[config.mk]
export PLATFORM = sky130hd
export DESIGN_NAME = split_round_mul
export DESIGN_NICKNAME = d
export VERILOG_FILES = /design/src/rtl/srm_pkg.sv /design/src/rtl/srm_pp_unit.sv /design/src/rtl/srm_combine.sv /design/src/rtl/split_round_mul.sv
export SDC_FILE = /design/constraint.sdc
export NUM_CORES = 1
export LEC_CHECK = 0
export BUFFER_PORTS_ARGS = -buffer_cell sky130_fd_sc_hd__buf_2
export CAP_MARGIN = 20
export CORE_MARGIN = 2
export CORE_UTILIZATION = 60
export CTS_CLUSTER_SIZE = 14
export DETAILED_ROUTE_END_ITERATION = 8
export PLACE_DENSITY = 0.81
export SETUP_SLACK_MARGIN = 0.1
export SLEW_MARGIN = 20
export SYNTH_ARGS = -nofsm -noshare
export SYNTH_HDL_FRONTEND = slang
export SYNTH_SLANG_ARGS = --single-unit
export TNS_END_PERCENT = 30
[constraint.sdc]
create_clock -name clk_i -period 7.1 [get_ports clk_i]
set_clock_uncertainty 0.05 [all_clocks]
set_input_delay 1.42 -clock clk_i [delete_from_list [all_inputs] [get_ports clk_i]]
set_output_delay 1.42 -clock clk_i [all_outputs]
set_load 0.005 [all_outputs]
[src/rtl/srm_pkg.sv]
package srm_pkg;
  typedef struct packed {
    logic split;
    logic sgn;
    logic rnd;
  } srm_mode_t;
endpackage

[src/rtl/srm_pp_unit.sv]
// One (W+1)x(W+1) signed multiplier; the extra bit is zero or the operand's sign.
module srm_pp_unit #(
  parameter int unsigned W    = 8,
  localparam int unsigned PP_W = 2*W + 2
) (
  input  logic [W-1:0]           a_i,
  input  logic [W-1:0]           b_i,
  input  logic                   a_sx_i,
  input  logic                   b_sx_i,
  output logic signed [PP_W-1:0] p_o
);
  logic signed [W:0] a_x, b_x;

  assign a_x = {a_sx_i & a_i[W-1], a_i};
  assign b_x = {b_sx_i & b_i[W-1], b_i};
  assign p_o = PP_W'(a_x) * PP_W'(b_x);
endmodule

[src/rtl/srm_combine.sv]
module srm_combine
  import srm_pkg::*;
#(
  parameter int unsigned LANE_W = 8,
  localparam int unsigned PP_W  = 2*LANE_W + 2,
  localparam int unsigned SUM_W = 4*LANE_W + 1,
  localparam int unsigned RES_W = 4*LANE_W
) (
  input  logic signed [PP_W-1:0] pp_i [4],
  input  srm_mode_t              mode_i,
  output logic [RES_W-1:0]       res_o
);
  localparam logic signed [SUM_W-1:0] HALF_FULL = SUM_W'(1) << (2*LANE_W-1);
  localparam logic signed [PP_W-1:0]  HALF_LANE = PP_W'(1) << (LANE_W-1);

  logic signed [SUM_W-1:0] ext [4];
  logic signed [SUM_W-1:0] full, full_r;
  logic [2*LANE_W-1:0]     lane_res [2];
  logic [RES_W-1:0]        wide_res;

  always_comb begin
    for (int k = 0; k < 4; k++) ext[k] = pp_i[k];
    full   = ext[0] + (ext[1] <<< LANE_W) + (ext[2] <<< LANE_W) + (ext[3] <<< 2*LANE_W);
    full_r = full + HALF_FULL;
    wide_res = mode_i.rnd ? {{(2*LANE_W){full_r[SUM_W-1]}}, full_r[RES_W-1:2*LANE_W]}
                          : full[RES_W-1:0];
  end

  // lane 0 uses a_lo*b_lo (pp 0), lane 1 uses a_hi*b_hi (pp 3)
  for (genvar k = 0; k < 2; k++) begin : g_lane
    logic signed [PP_W-1:0] lp, lr;
    always_comb begin
      lp = pp_i[3*k];
      lr = lp + HALF_LANE;
      lane_res[k] = mode_i.rnd ? {{LANE_W{lr[PP_W-1]}}, lr[2*LANE_W-1:LANE_W]}
                               : lp[2*LANE_W-1:0];
    end
  end

  assign res_o = mode_i.split ? {lane_res[1], lane_res[0]} : wide_res;
endmodule

[src/rtl/split_round_mul.sv]
module split_round_mul
  import srm_pkg::*;
#(
  parameter int unsigned LANE_W = 8,
  localparam int unsigned WORD_W = 4*LANE_W
) (
  input  logic              clk_i,
  input  logic              rst_ni,
  input  logic              in_valid_i,
  input  logic              split_i,
  input  logic              signed_i,
  input  logic              round_i,
  input  logic [WORD_W-1:0] op_a_i,
  input  logic [WORD_W-1:0] op_b_i,
  output logic [WORD_W-1:0] result_o,
  output logic              out_valid_o
);
  localparam int unsigned PP_W  = 2*LANE_W + 2;
  localparam int unsigned HALFS = 2;

  logic signed [PP_W-1:0] pp_d [4];
  logic signed [PP_W-1:0] pp_q [4];
  srm_mode_t              mode_d, mode_q1, mode_q2;
  logic                   vld_q1;
  logic [WORD_W-1:0]      comb_res;
  logic [HALFS-1:0]       sx;

  assign mode_d = '{split: split_i, sgn: signed_i, rnd: round_i};

  // high half always carries the sign; low half only when it is a lane of its own
  for (genvar h = 0; h < HALFS; h++) begin : g_sx
    assign sx[h] = signed_i & ((h == HALFS-1) | split_i);
  end

  for (genvar i = 0; i < HALFS; i++) begin : g_a
    for (genvar j = 0; j < HALFS; j++) begin : g_b
      srm_pp_unit #(.W(LANE_W)) u_pp (
        .a_i   (op_a_i[i*LANE_W +: LANE_W]),
        .b_i   (op_b_i[j*LANE_W +: LANE_W]),
        .a_sx_i(sx[i]),
        .b_sx_i(sx[j]),
        .p_o   (pp_d[2*i+j])
      );
    end
  end

  always_ff @(posedge clk_i or negedge rst_ni) begin
    if (!rst_ni) begin
      for (int k = 0; k < 4; k++) pp_q[k] <= '0;
      mode_q1 <= '0;
      vld_q1  <= 1'b0;
    end else begin
      for (int k = 0; k < 4; k++) pp_q[k] <= pp_d[k];
      mode_q1 <= mode_d;
      vld_q1  <= in_valid_i;
    end
  end

  srm_combine #(.LANE_W(LANE_W)) u_comb (
    .pp_i  (pp_q),
    .mode_i(mode_q1),
    .res_o (comb_res)
  );

  always_ff @(posedge clk_i or negedge rst_ni) begin
    if (!rst_ni) begin
      result_o    <= '0;
      out_valid_o <= 1'b0;
      mode_q2     <= '0;
    end else begin
      result_o    <= vld_q1 ? comb_res : '0;
      out_valid_o <= vld_q1;
      mode_q2     <= mode_q1;
    end
  end

  assert_lat_on_R8: assert property (@(posedge clk_i) disable iff (!rst_ni)
    in_valid_i |=> ##1 out_valid_o);
  assert_lat_off_R8: assert property (@(posedge clk_i) disable iff (!rst_ni)
    !in_valid_i |=> ##1 !out_valid_o);
  assert_idle_zero_R9: assert property (@(posedge clk_i) disable iff (!rst_ni)
    !out_valid_o |-> result_o == '0);
  assert_wide_rnd_ext_R5: assert property (@(posedge clk_i) disable iff (!rst_ni)
    (out_valid_o && mode_q2.rnd && !mode_q2.split) |->
      result_o[WORD_W-1:2*LANE_W] == {(2*LANE_W){result_o[2*LANE_W-1] & mode_q2.sgn}});
  for (genvar k = 0; k < 2; k++) begin : g_lane_chk
    assert_lane_rnd_ext_R6: assert property (@(posedge clk_i) disable iff (!rst_ni)
      (out_valid_o && mode_q2.rnd && mode_q2.split) |->
        result_o[k*2*LANE_W+LANE_W +: LANE_W] ==
          {LANE_W{result_o[k*2*LANE_W+LANE_W-1] & mode_q2.sgn}});
  end
  for (genvar k = 0; k < 4; k++) begin : g_pp_chk
    assert_pp_nonneg_R1: assert property (@(posedge clk_i) disable iff (!rst_ni)
      (vld_q1 && !mode_q1.sgn) |-> !pp_q[k][PP_W-1]);
  end
endmodule

==> results of run 1 <==
-- routing by layer --
layer  track usage  vias to the layer above
met5             0                        -
met4        0.0970                        0
met3        0.0409                       97
met2         0.457                      543
met1         0.365                     6606
li1              -                     6061
-- flip-flops by register name (all words and copies together), names as in the netlist --
name and cells:
result_o 32, vld_q1 1, pp_q 72, out_valid_o 1, mode_q1 2
-- layout make-up --
class / count / area, µm² / area share
Clock inverter: 7 / 86.3 / 0.00450
Multi-Input combinational cell: 1397 / 14000 / 0.728
Inverter: 323 / 1210 / 0.0632
Timing Repair Buffer: 90 / 503 / 0.0262
Sequential cell: 108 / 2700 / 0.141
Tap cell: 390 / 488 / 0.0254
Clock buffer: 9 / 225 / 0.0117
Antenna cell: 3 / 7.51 / 0.000391
-- critical path: stages --
cell,delay [ns]
buf_2,0.41
nand2_1,0.16
fa_1,0.50
fa_1,0.51
inv_1,0.04
ha_1,0.26
inv_1,0.05
fa_1,0.47
inv_1,0.04
ha_1,0.29
ha_1,0.24
fa_1,0.47
a21o_1,0.21
a21oi_1,0.23
o21bai_1,0.09
a21oi_1,0.27
nor2b_1,0.11
o2111ai_1,0.18
nand3_1,0.13
o41a_1,0.34
xnor2_1,0.19
-- Yosys cell counts (all sizes together), types with 10 or more instances --
cell type	instances	share of area
a21o	21	0.0087
a21oi	53	0.015
and2	121	0.042
and3	20	0.0069
clkbuf	65	0.013
dfrtp	108	0.15
fa	300	0.33
ha	192	0.13
inv	323	0.067
mux2i	11	0.0061
nand2	221	0.046
nand2b	35	0.012
nand3	31	0.0092
nand4	11	0.0038
nor2	49	0.010
nor2b	18	0.0062
nor3	13	0.0036
o211ai	10	0.0044
o21a	15	0.0062
o21ai	39	0.011
o21bai	15	0.0062
xnor2	93	0.045
xor2	37	0.018
-- stage by stage --
| step | hold slack (ns) | setup slack, ns | utilization |
|---|---|---|---|
| after floorplan | 0.302 | 0.604 | - |
| after global placement | 0.436 | 0.489 | 0.635 |
| after detailed placement | 0.438 | 0.378 | 0.635 |
| after CTS | 0.461 | 0.704 | 0.645 |
| after global routing | 0.506 | 0.383 | 0.645 |
| final | 0.467 | 0.663 | 0.646 |
-- cells by family (layout without fill, tap and decap cells) --
| family | count (synthesis) | in the layout | synth area share |
|---|---|---|---|
| AND/OR/NAND/NOR | 538 | 538 | 0.148 |
| buffers and inverters | 392 | 429 | 0.0811 |
| adder cells (fa/ha/maj) | 492 | 492 | 0.464 |
| AO/OA/AOI/OAI | 224 | 224 | 0.0871 |
| multiplexers | 12 | 12 | 0.00669 |
| flip-flops | 108 | 108 | 0.149 |
| XOR/XNOR | 131 | 131 | 0.0646 |
| other | 0 | 3 | 0 |
-- worst max-delay path by stage --
stage                     startpoint  slack [ns]  cells after the start        to
final                      op_b_i[1]        0.66                     21  pp_q[35]
after global routing       op_b_i[1]        0.38                     21  pp_q[35]
after CTS                  op_b_i[1]        0.70                     21  pp_q[35]
after detailed placement   op_b_i[1]        0.38                     21  pp_q[35]
after global placement    op_a_i[15]        0.49                     20  pp_q[17]
after floorplan            op_a_i[7]        0.60                     20  pp_q[53]
==> flow_metrics.tcl, run 1 <==
set metrics [dict create \
    status "completed" \
    hold_buffers 0 \
    setup_viol 0 \
    drtAntennaViolNets 0 \
    top_layer "met4" \
    maxCapViolCount 0 \
    tns_ns 0 \
    fp.dieW_um 178 \
    fp.coreArea_mm2 0.0297 \
    fillCellCount 2330 \
    clk-insertion-delay-late_ns 0.37 \
    area_delta_synth_final_pct 5.80 \
    async_reset_ff_frac 1.00 \
    crit_type "in2reg" \
    crit_required_ns 7.32 \
    synth_edf_count 0 \
    grt_max_degree 68 \
    dieArea_mm2 0.0316 \
    cts_buffers 9 \
    nNetsFinal 2491 \
    whs_path_depth 1 \
    hold_violations 0 \
    vias 13300 \
    crit_arrival_ns 6.66 \
    rsz0062_at_grt "false" \
    cp_max_fo 18 \
    post_cts_buffers 0 \
    grt_pass1_vias 13800 \
    boundaryPins 103 \
    post_drt_wl_per_cell_um 17.7 \
    layout-drive-gt1-share 0.0683 \
    period_needed_ns 6.44 \
    wl_met3_um 3000 \
    wl_met2_um 19700 \
    hold_start "pp_q[55]" \
    design_area_mm2 0.0192 \
    cts.sinks 108 \
    routed_wl_um 41100 \
    rr_startpoint "pp_q[63]" \
    finalCritPeriodShare 0.907 \
    ys_warn_count 0 \
    final_common_cell "inv_1" \
    rrSetupSlack_ns 0.89 \
    netlist_area_mm2 0.0181 \
    synth_ff_type "dfrtp_1" \
    reg2regPathDepth 24 \
    ctsResizeCount 0 \
    fmax_mhz 155 \
    initial_core_util 0.610 \
    clk_pin_slew_ns 0.08 \
    fin_cells 2327 \
    yosysSeqAreaShare 0.149 \
    synth_nets 2459 \
    io_buffers 70 \
    place_inst 2308 \
    hpwl_um 32700 \
    grt_pass1_wl_um 68200 \
    grtUsageTotal 0.274 \
    clockRootBuffer "clkbuf_16" \
    drcViolationCount 0 \
    final_cell_mix "322 x inv_1, 300 x fa_1, 221 x nand2_1" \
    synth_seq_cells 108 \
    worst_pin_slew_ns 0.861 \
    die_y_um 178 \
    place.gp.congestion 0.926 \
    dpl-instance-area_mm2 0.0189 \
    antenna_found_initial 0 \
    cts_tree "built" \
    drt-met1-wl_um 17000 \
    start_kind "primary input" \
    slew_viol_final 0 \
    yosys.cell_types.count 71 \
    drtIter0Drc 860 \
    synth_area_per_cell_um2 9.56 \
    worstSetupEndpointType "register" \
    dr.pass1.iters 5 \
    syn-instance-count 1897 \
    r2r_end "result_o[30]" \
    hp-class "reg2reg" \
    hold_end "result_o[1]" \
    routed_via_density 5.72 \
    grt_overflow_total 0 \
    num_rows 63 \
    htree_num_levels 3 \
    clockBufferDepth 2 \
    slew-limit-headroom 0.426 \
]
Power of run 1 is left out: the tool's default activity adds up to more than one toggle a clock period on the data nets, which glitch-free logic cannot reach.
==> run 2, diff against run 1 <==
--- a/config.mk
+++ b/config.mk
@@ -9,7 +9,7 @@
 export CAP_MARGIN = 20
 export CORE_MARGIN = 2
 export CORE_UTILIZATION = 60
-export CTS_CLUSTER_SIZE = 14
+export CTS_CLUSTER_SIZE = 16
 export DETAILED_ROUTE_END_ITERATION = 8
 export PLACE_DENSITY = 0.81
 export SETUP_SLACK_MARGIN = 0.1
==> constraint.sdc (replaced) <==
create_clock -name clk_i -period 7.7 [get_ports clk_i]
set_clock_uncertainty 0.05 [all_clocks]
set_input_delay 1.54 -clock clk_i [delete_from_list [all_inputs] [get_ports clk_i]]
set_output_delay 1.54 -clock clk_i [all_outputs]
set_load 0.005 [all_outputs]
==> flow_metrics.tcl, run 2 (same netlist as run 1, synthesis figures left out) <==
set metrics [dict create \
    hold_start "pp_q[55]" \
    cts_tree "built" \
    place.gp.congestion 0.893 \
    clk_pin_slew_ns 0.08 \
    hold_buffers 0 \
    worst_pin_slew_ns 0.857 \
    hpwl_um 32400 \
    final_cell_mix "322 x inv_1, 300 x fa_1, 221 x nand2_1" \
    post_drt_wl_per_cell_um 17.8 \
    period_needed_ns 6.72 \
    nNetsFinal 2484 \
    post_cts_buffers 0 \
    die_y_um 178 \
    reg2regPathDepth 24 \
    slew-limit-headroom 0.429 \
    crit_top_cell "fa_1" \
    hp-class "reg2reg" \
    routed_via_density 5.76 \
    reg_top3 "pp_q (72), result_o (32), mode_q1 (2)" \
    vias 13300 \
    antenna_found_initial 0 \
    grt_pass1_wl_um 68700 \
    fp.dieW_um 178 \
    crit_required_ns 7.93 \
    clockRootBuffer "clkbuf_16" \
    rsz0062_at_grt "false" \
    boundaryPins 103 \
    fmax_mhz 149 \
    hold_slack_ns 0.450 \
    drtIter0Drc 840 \
    slowest_delay_ns 0.56 \
    r2r_end "result_o[24]" \
    start_kind "primary input" \
    cts.sinks 108 \
    clockBufferDepth 2 \
    clk-insertion-delay-late_ns 0.37 \
    finalCritPeriodShare 0.873 \
    crit_type "in2reg" \
    rr_startpoint "pp_q[63]" \
    fillCellCount 2394 \
    drtAntennaViolNets 0 \
    grt_max_degree 67 \
    initial_core_util 0.610 \
    htree_num_levels 3 \
    cp_slowest_cell "fa_1" \
    grt_pass1_vias 14000 \
    setup_viol 0 \
    area_delta_synth_final_pct 5.42 \
    largest_reg_flops 72 \
    routed_wl_um 41200 \
    cp_max_fo 19 \
    slew_viol_final 0 \
    ctsResizeCount 0 \
    num_rows 63 \
    dieArea_mm2 0.0316 \
    hold_end "result_o[1]" \
    crit_arrival_ns 6.96 \
    hold_violations 0 \
    io_buffers 70 \
    fp.coreArea_mm2 0.0297 \
    whs_path_depth 1 \
    status "completed" \
    dr.pass1.iters 5 \
    grtUsageTotal 0.275 \
    final_common_cell "inv_1" \
    maxCapViolCount 0 \
    grt_overflow_total 0 \
    worstSetupEndpointType "register" \
    antenna_cells 0 \
    layout-drive-gt1-share 0.0649 \
    drcViolationCount 0 \
    rrSetupSlack_ns 1.53 \
    tns_ns 0 \
    largest-register "pp_q" \
    cts_buffers 9 \
    crit_chain "buf_2, and3_1, nand2_1, fa_1, inv_1, fa_1, fa_1, fa_1, fa_1, ha_1, a21oi_1, o21bai_1, a21oi_1, nor2b_1, o2111ai_1, nand3_1, o41a_1, xnor2_1" \
]
[run 2: changes by cell type in the layout (fill, tap and decap cells not counted), sizes merged]
cell / change
diode: -3
inv: -1
clkinv: +1
buf: -7
[run 2: worst max-delay path, delay by kind of cell]
kind	cells	cell delay, ns
compound gates	5	1.07
xor+xnor	1	0.19
fa+ha+maj	6	2.80
buf+inv	2	0.40
simple gates	4	0.94
[run 2: area by class of cell]
cell class              count  area [µm²]  area share
well taps                 390         488      0.0255
inverters                 323        1210      0.0634
clock buffers               9         225      0.0118
multi-input cells        1397       14000       0.730
repair buffers             83         450      0.0236
clock inverters             7        78.8     0.00412
flip-flops and latches    108        2700       0.141
[run 2: worst max path at each step]
stage          startpoint        to  slack, ns
4_1_cts         op_a_i[7]  pp_q[71]       0.99
6_report        op_a_i[7]  pp_q[71]       0.98
3_5_place_dp    op_a_i[7]  pp_q[71]       0.62
2_1_floorplan   op_a_i[7]  pp_q[53]       1.08
3_3_place_gp    op_a_i[7]  pp_q[71]       0.79
5_1_grt         op_a_i[7]  pp_q[71]       0.71
[run 2: metal layers]
metal / vias up / track usage / share of wire
met5: - / 0 / 0
met4: 0 / 0.107 / 0.035
met3: 94 / 0.0358 / 0.067
met2: 535 / 0.452 / 0.48
met1: 6664 / 0.373 / 0.42
li1: 6042 / - / -
[run 2: metrics by stage]
stage / cells / util / cell area [µm²] / worst slack [ns]
6_report: 2317 / 0.643 / 19100 / 0.977
5_1_grt: 2317 / 0.643 / 19100 / 0.708
3_3_place_gp: 2301 / 0.633 / 18800 / 0.789
3_5_place_dp: 2301 / 0.633 / 18800 / 0.616
4_1_cts: 2317 / 0.643 / 19100 / 0.993
2_1_floorplan: 1897 / - / 18100 / 1.08
Power of run 2 is left out for the same reason.
